[src/rtl/fsa_pkg.sv]
package fsa_pkg;

    localparam int DATA_W = 16;

    typedef struct packed {
        logic neg;
        logic zero;
        logic pos;
    } cc_flags_t;

    function automatic logic maj3(input logic x, input logic y, input logic z);
        return (x & y) | (x & z) | (y & z);
    endfunction

endpackage

[src/rtl/fsa_mask_guard.sv]
module fsa_mask_guard #(
    parameter int W = fsa_pkg::DATA_W
) (
    input  logic [W-1:0] raw_mask,
    output logic [W-1:0] dead,
    output logic         cfg_err
);
    logic multi;

    // Clearing the lowest set bit leaves a nonzero value only if two or more bits were set.
    assign multi   = |(raw_mask & (raw_mask - W'(1)));
    assign cfg_err = multi;
    assign dead    = multi ? '0 : raw_mask;

    always_comb begin
        if (cfg_err) assert_fallback_R9: assert (dead == '0);
    end
endmodule

[src/rtl/fsa_skip_chain.sv]
module fsa_skip_chain #(
    parameter int W = fsa_pkg::DATA_W
) (
    input  logic [W-1:0] a,
    input  logic [W-1:0] b,
    input  logic         cin,
    input  logic [W-1:0] dead,
    output logic [W-1:0] sum,
    output logic         cout
);
    // chain[i] is the carry arriving at position i.
    logic [W:0] chain;
    assign chain[0] = cin;

    for (genvar i = 0; i < W; i++) begin : g_bit
        logic raw_sum, raw_carry;
        assign raw_sum      = a[i] ^ b[i] ^ chain[i];
        assign raw_carry    = fsa_pkg::maj3(a[i], b[i], chain[i]);
        // A dead position passes its incoming carry straight through and outputs zero.
        assign sum[i]       = dead[i] ? 1'b0 : raw_sum;
        assign chain[i+1]   = dead[i] ? chain[i] : raw_carry;
    end

    assign cout = chain[W];
endmodule

[src/rtl/fsa_cc_unit.sv]
module fsa_cc_unit #(
    parameter int W = fsa_pkg::DATA_W
) (
    input  logic [W-1:0]       result,
    input  logic [W-1:0]       dead,
    output fsa_pkg::cc_flags_t flags
);
    logic sign_bit, all_zero;

    assign sign_bit   = dead[W-1] ? result[W-2] : result[W-1];
    assign all_zero   = ~|(result & ~dead);
    assign flags.neg  = sign_bit;
    assign flags.zero = all_zero;
    assign flags.pos  = ~sign_bit & ~all_zero;

    always_comb begin
        assert_single_flag_R8: assert ($onehot({flags.neg, flags.zero, flags.pos}));
    end
endmodule

[src/rtl/fault_skip_adder.sv]
module fault_skip_adder #(
    parameter int WIDTH = fsa_pkg::DATA_W
) (
    input  logic [WIDTH-1:0] op_a,
    input  logic [WIDTH-1:0] op_b,
    input  logic             carry_in,
    input  logic [WIDTH-1:0] dead_mask,
    output logic [WIDTH-1:0] sum,
    output logic             carry_out,
    output logic             flag_n,
    output logic             flag_z,
    output logic             flag_p,
    output logic             cfg_err
);
    localparam int XW = WIDTH + 1;

    logic [WIDTH-1:0]   dead_eff;
    fsa_pkg::cc_flags_t cc;

    fsa_mask_guard #(.W(WIDTH)) u_guard (
        .raw_mask (dead_mask),
        .dead     (dead_eff),
        .cfg_err  (cfg_err)
    );

    fsa_skip_chain #(.W(WIDTH)) u_chain (
        .a    (op_a),
        .b    (op_b),
        .cin  (carry_in),
        .dead (dead_eff),
        .sum  (sum),
        .cout (carry_out)
    );

    fsa_cc_unit #(.W(WIDTH)) u_cc (
        .result (sum),
        .dead   (dead_eff),
        .flags  (cc)
    );

    assign flag_n = cc.neg;
    assign flag_z = cc.zero;
    assign flag_p = cc.pos;

    always_comb begin
        assert_dead_bit_low_R4: assert ((sum & dead_eff) == '0);
        assert_mask_single_R9:  assert ($countones(dead_eff) <= 1);
        if (dead_eff == '0)
            assert_plain_add_R1: assert ({carry_out, sum} ==
                ({1'b0, op_a} + {1'b0, op_b} + XW'(carry_in)));
    end
endmodule

[config.mk]
export PLATFORM = sky130hd
export DESIGN_NAME = fault_skip_adder
export DESIGN_NICKNAME = d
export VERILOG_FILES = /design/src/rtl/fsa_pkg.sv /design/src/rtl/fsa_mask_guard.sv /design/src/rtl/fsa_skip_chain.sv /design/src/rtl/fsa_cc_unit.sv /design/src/rtl/fault_skip_adder.sv
export SDC_FILE = /design/constraint.sdc
export NUM_CORES = 1
export LEC_CHECK = 0
export BUFFER_PORTS_ARGS = -buffer_cell sky130_fd_sc_hd__buf_2
export CAP_MARGIN = 25
export CORE_ASPECT_RATIO = 0.7
export CORE_UTILIZATION = 42
export DETAILED_ROUTE_END_ITERATION = 8
export GPL_TIMING_DRIVEN = 0
export PLACE_DENSITY = 0.82
export RECOVER_POWER = 25
export SYNTH_ARGS = -nofsm -noshare
export SYNTH_HDL_FRONTEND = slang
export SYNTH_SLANG_ARGS = --single-unit
[constraint.sdc]
create_clock -name vclk -period 28.9
set_clock_uncertainty 0.2 [all_clocks]
set_input_delay 8.67 -clock vclk [all_inputs]
set_output_delay 8.67 -clock vclk [all_outputs]
set_load 0.02 [all_outputs]
Word-level counts from Yosys, hierarchy flattened:

Cells that the tools add are included.

* reduce and logical (&&, ||, !) cells: 3
* muxes and demuxes: 34
* add/subtract/negate cells: 1
* bitwise gates (word level): 117

Operators by type and width (count)
* 1-bit bitwise AND: 49
* 1-bit two-way mux: 33
* 16-bit bitwise AND: 2
* 1-bit OR: 32
* 16-bit OR reduction: 2
* 1-bit bitwise XOR: 32
* 16-bit two-way mux: 1
* 16-bit inverter: 1
* 16-bit by 1-bit subtractor with 16-bit output, second input constant: 1
* 1-bit logical NOT: 1
* 1-bit inverter: 1

* logic and storage cells: 155
* bits of input ports: 49
* output and inout port bits: 21
* flip-flop bits (word level): 0

Logic depth before layout (Yosys ltp):

* word-level depth: 66
* gate-level depth with buffers: 50
* depth with buffers taken out: 47

Modules after synthesis:

Synthesis repeated with hierarchy kept, for this count alone.

* cell total of the unflattened synthesis: 166
* area total of the unflattened synthesis: 1286.2 um^2

By module, submodules not included
* fsa_skip_chain: cells each 90, area each 782.0 um^2, seq. area each 0.0 um^2, times used 1
* fsa_mask_guard: cells each 50, area each 334.1 um^2, seq. area each 0.0 um^2, times used 1
* fsa_cc_unit: cells each 26, area each 170.2 um^2, seq. area each 0.0 um^2, times used 1

Worst setup path before layout:

OpenSTA, ideal clock, no wires.

* path kind: input-to-output
* from: input port dead_mask[5]
* to: output port flag_p
* data required time: 20.030 ns
* data arrival time: 20.192 ns
* path buffers: 3
* setup slack: -0.162 ns
* stages: 50
* path through: buf_2 -> or4_4 -> o41ai_2 -> nand2_1 -> nor3_4 -> and2_4 -> buf_4 -> buf_4 -> nand2_1 -> mux2i_1 -> fa_1 -> mux2_4 -> fa_1 -> mux2_2 -> fa_1 -> mux2_4 -> fa_1 -> mux2_2 -> (+14 left out) -> fa_1 -> mux2_2 -> fa_1 -> a21oi_1 -> a31oi_1 -> fa_1 -> nand2_1 -> o21ai_0 -> fa_1 -> nor2b_1 -> a21oi_1 -> fa_1 -> mux2i_1 -> fa_1 -> a21oi_1 -> nor4_1 -> and4_1 -> nor2_1

* cells in the longest elaborated chain, start to end: 66
* elaborated cells on any way between the ends: 112
* classes of those cells: add/sub: 1; mux: 33; bitwise: 76; reduce/logical: 2

RTL lines
* start: declaration: RTL line fault_skip_adder.sv:7 `input logic [WIDTH-1:0] dead_mask,`
* 16-bit by 1-bit subtractor with 16-bit output: RTL line fsa_mask_guard.sv:11 `assign multi = |(raw_mask & (raw_mask - W'(1)));`
* 16-bit bitwise AND: RTL line fsa_mask_guard.sv:11
* 16-bit OR reduction: RTL line fsa_mask_guard.sv:11
* 16-bit two-way mux (*): RTL line fsa_mask_guard.sv:13 `assign dead = multi ? '0 : raw_mask;`
* 1-bit two-way mux: RTL line fsa_skip_chain.sv:21 `assign chain[i+1] = dead[i] ? chain[i] : raw_carry;`
* 1-bit bitwise AND: RTL line fsa_pkg.sv:12 `return (x & y) | (x & z) | (y & z);`
* 1-bit OR (2 in a row): RTL line fsa_pkg.sv:12
* 1-bit two-way mux: RTL line fsa_skip_chain.sv:21
* (+49 left out)
* 1-bit OR (2 in a row): RTL line fsa_pkg.sv:12
* 1-bit two-way mux: RTL line fsa_skip_chain.sv:21
* 1-bit bitwise XOR: RTL line fsa_skip_chain.sv:17 `assign raw_sum = a[i] ^ b[i] ^ chain[i];`
* 1-bit two-way mux (*): RTL line fsa_skip_chain.sv:20 `assign sum[i] = dead[i] ? 1'b0 : raw_sum;`
* named net sum[15]: RTL line fault_skip_adder.sv:8 `output logic [WIDTH-1:0] sum,`
* 16-bit bitwise AND / 1-bit two-way mux (equally long branches): RTL line fsa_cc_unit.sv:11, fsa_cc_unit.sv:10
* 16-bit OR reduction / 1-bit inverter (equally long branches): RTL line fsa_cc_unit.sv:11, fsa_cc_unit.sv:14
* 1-bit bitwise AND (*): RTL line fsa_cc_unit.sv:14 `assign flags.pos = ~sign_bit & ~all_zero;`
* end: declaration: RTL line fault_skip_adder.sv:12 `output logic flag_p,`

The timed path passes the listed nets; every way through them passes the cells marked *.

Worst setup path in the final report:

* from: input port dead_mask[2]
* to: output port flag_p

* cells in the longest elaborated chain, start to end: 66
* elaborated cells on any way between the ends: 112
* classes of those cells: add/sub: 1; mux: 33; bitwise: 76; reduce/logical: 2

RTL lines (RTL line)
* 16-bit by 1-bit subtractor with 16-bit output: fsa_mask_guard.sv:11
* 16-bit bitwise AND: fsa_mask_guard.sv:11
* 16-bit OR reduction: fsa_mask_guard.sv:11
* 16-bit two-way mux (*): fsa_mask_guard.sv:13
* 1-bit two-way mux: fsa_skip_chain.sv:21
* 1-bit bitwise AND: fsa_pkg.sv:12
* 1-bit OR (2 in a row): fsa_pkg.sv:12
* 1-bit two-way mux: fsa_skip_chain.sv:21
* (+48 left out)
* 1-bit bitwise AND: fsa_pkg.sv:12
* 1-bit OR (2 in a row): fsa_pkg.sv:12
* 1-bit two-way mux: fsa_skip_chain.sv:21
* 1-bit bitwise XOR: fsa_skip_chain.sv:17
* 1-bit two-way mux: fsa_skip_chain.sv:20
* 16-bit bitwise AND / 1-bit two-way mux (equally long branches): fsa_cc_unit.sv:11, fsa_cc_unit.sv:10
* 16-bit OR reduction / 1-bit inverter (equally long branches): fsa_cc_unit.sv:11, fsa_cc_unit.sv:14
* 1-bit bitwise AND (*): fsa_cc_unit.sv:14

Every way passes the cells marked *; elsewhere a longest branch is shown, timed or not.

==> metrics.md <==
| Metric | Value |
|---|---|
| Result of the run | finished, violations left |
| Violated checks | negative setup slack |
| Cell count after synthesis | between 150 and 200 |
| Category of the critical setup timing path | primary input to output port |
| Floorplan die area | just under 3000 sq um |
| Area grow syn2layout | 72.7% |
| Share of post-route cells with drive strength above 1 | approximately three fifths |
| Total track usage | 28.7% |
| DIE WIDTH | ~64 um |
| LEAKAGE | about 1 nW |
| Vertical die dimension | approximately 46 um |
| Biggest area consumer among synthesized cells | fa_1 |
| Vias per inst | 6.02 |
| Fin crit period | about 29 ns |
| DRT Pass-1 Iters | 5 |
| Top library cells by usage in the layout, fill and taps aside | buf_2 (67), buf_4 (32), inv_1 (31), fa_2 (14), a31oi_1 (13) |
| Worst Max-Slew Pin Slew | 0.473 ns |
| Highest attainable clock frequency | roughly 0.035 GHz |
| Aggregate routed wire length | about 5.2 mm |
| Max stage delay cell, worst path | or4_4 |
| Syn_nets | approximately 220 |
| CP Capture Type | output port |
| Largest delay share family, worst path | adder cells |
| Cell area after synthesis | between 1000 and 1500 sq um |
| Clock buffer count | 0 |
| Average cell area after synthesis | ~7.4 sq um |
| MaxCap Viol Count | 0 |
| Initial Utilization | a little under half |
| Peak ir drop on the vdd network | about 0.014 mV |
| Core Area | between 2000 and 3000 sq um |
| Share of the synthesized area in the top cell type | 28.2% |
| Drt drc | 0 |
| First-pass GRT wire length | between 6 and 7 mm |
| Fraction of the yosys area taken by sequential cells | 0% |
| Cell types occupying the most area after synthesis | fa_1 (28%), inv_1 (10%), a31oi_1 (9.9%), a21oi_1 (6.2%), mux2i_1 (4.4%) |
| RSZ-0062 raised after global routing | true |
| Pin count of the biggest net entering global routing | 12 |
| Sequential cell area | 0 sq um |
| Yosys warning total | 0 |
| Required time at the endpoint of the critical path | approximately 20 ns |
| Vias | approximately 1700 |
| Top-level I/O count | 70 |
| Fin. Hold Viols | 0 |
| P per Cell Area | roughly 22 nW/um^2 |
| Worst min-delay path class | primary input to output port |
| Overall overflow remaining after global route | 0 |
| Combined buffer and inverter count along the critical path | 4 |
| WP data arrival | 20.05 ns |
| Startpoint types | primary input |
| HPWL reported at the end of detailed placement | ~2.7 mm |
| Number of global-route vias before repair | 1472 |
| Utilization of the core after routing | between 70 and 80% |
| Post-route clock period utilization | 100% |
| Final TNS setup | -0.0192 ns |
| Delay contributed by the slowest stage of the critical path | between 0.5 and 0.6 ns |
| Count of routing violations after the opening detailed-route iteration | between 100 and 150 |
| Antenna fix cells | 0 |
| Fin worst setup slack | -0.0192 ns |
| Final nets | about 320 |
| Routability cong. | between 0.8 and 0.9 |
| IO buf count | just under 70 |
| Most used cell along the critical path | fa_2 |
| Relative slew margins | 68.2% |
| Per-cell routed wire length | around 18 um |
| Synth unique cells | 33 |
| Post-placement setup slack | -0.745 ns |
| Number of antenna violations at the first check in global routing | 0 |
| Critical Path Fanout Max | 7 |
| Post-CTS Hold Fix Bufs | 0 |
| Finish-stage setup viols | 1 |
| Number of cell rows | 15 |
| Number of sequential storage elements | 0 |
| Number of max-slew violations in the final report | 0 |
| Most frequent standard cell in the layout excluding fill and tap cells | buf_2 |
| Post-route antenna net violation count | 0 |
## kinds of logic after synthesis
group,count (synthesis),share of synthesized area [%]
adders and majority gates,17,29.0
muxes,11,11.0
AOI/OAI and AO/OA,44,24.1
and+or+nand+nor,46,22.4
buffers and inverters,36,13.4
## path summary, 6_finish.rpt
path	start	endpoint	slack, ns	cells past startpoint
max	dead_mask[2]	flag_p	-0.02	51
min	dead_mask[1]	sum[1]	17.51	3
## final cells by class
cell class                 count  area [sq um]
buffer                         4          36.3
fill                         164           551
timing repair buffer         101           611
tap                           34          42.5
inverter                      31           116
multi-input combinational    118          1160
## cells in the mapped netlist (all sizes together) (5+ instances only)
library cell,n
mux2i,5
nor4,6
inv,31
fa,16
nand2,13
nor3,5
a21oi,14
nor2,9
mux2,6
buf,5
o21ai,6
a31oi,18
## power breakdown
part / internal [mW] / switching, mW
combinational: 0.0179 / 0.0257
clock: 0 / 0
sequential: 0 / 0
total: 0.0179 / 0.0257
## repair_timing
action / CTS / global route
pin swaps: 8 / 14
resized for setup: 10 / 45
setup endpoints to repair: 6 / 5
setup buffers: 23 / 9
cloned: 0 / 0
## layer usage
layer | vias to the layer above | wire [um] | global-route usage (%)
li1 | 746 | - | -
met1 | 773 | 1810 | 36.6
met2 | 168 | 2430 | 51.1
met3 | 47 | 674 | 4.75
met4 | 0 | 310 | 8.89
met5 | - | 0 | 0
## metrics by stage
step | hold slack (ns) | instance area, sq um | total power [mW] | instances
2_1_floorplan | 17.22 | 1140 | 0.0215 | 154
3_3_place_gp | 17.50 | 1530 | 0.0340 | 257
3_5_place_dp | 17.51 | 1530 | 0.0345 | 257
4_1_cts | 17.51 | 1730 | 0.0359 | 279
5_1_grt | 17.52 | 1960 | 0.0462 | 288
6_report | 17.51 | 1960 | 0.0435 | 288
Note: power is estimated with default switching activity, not from simulation.
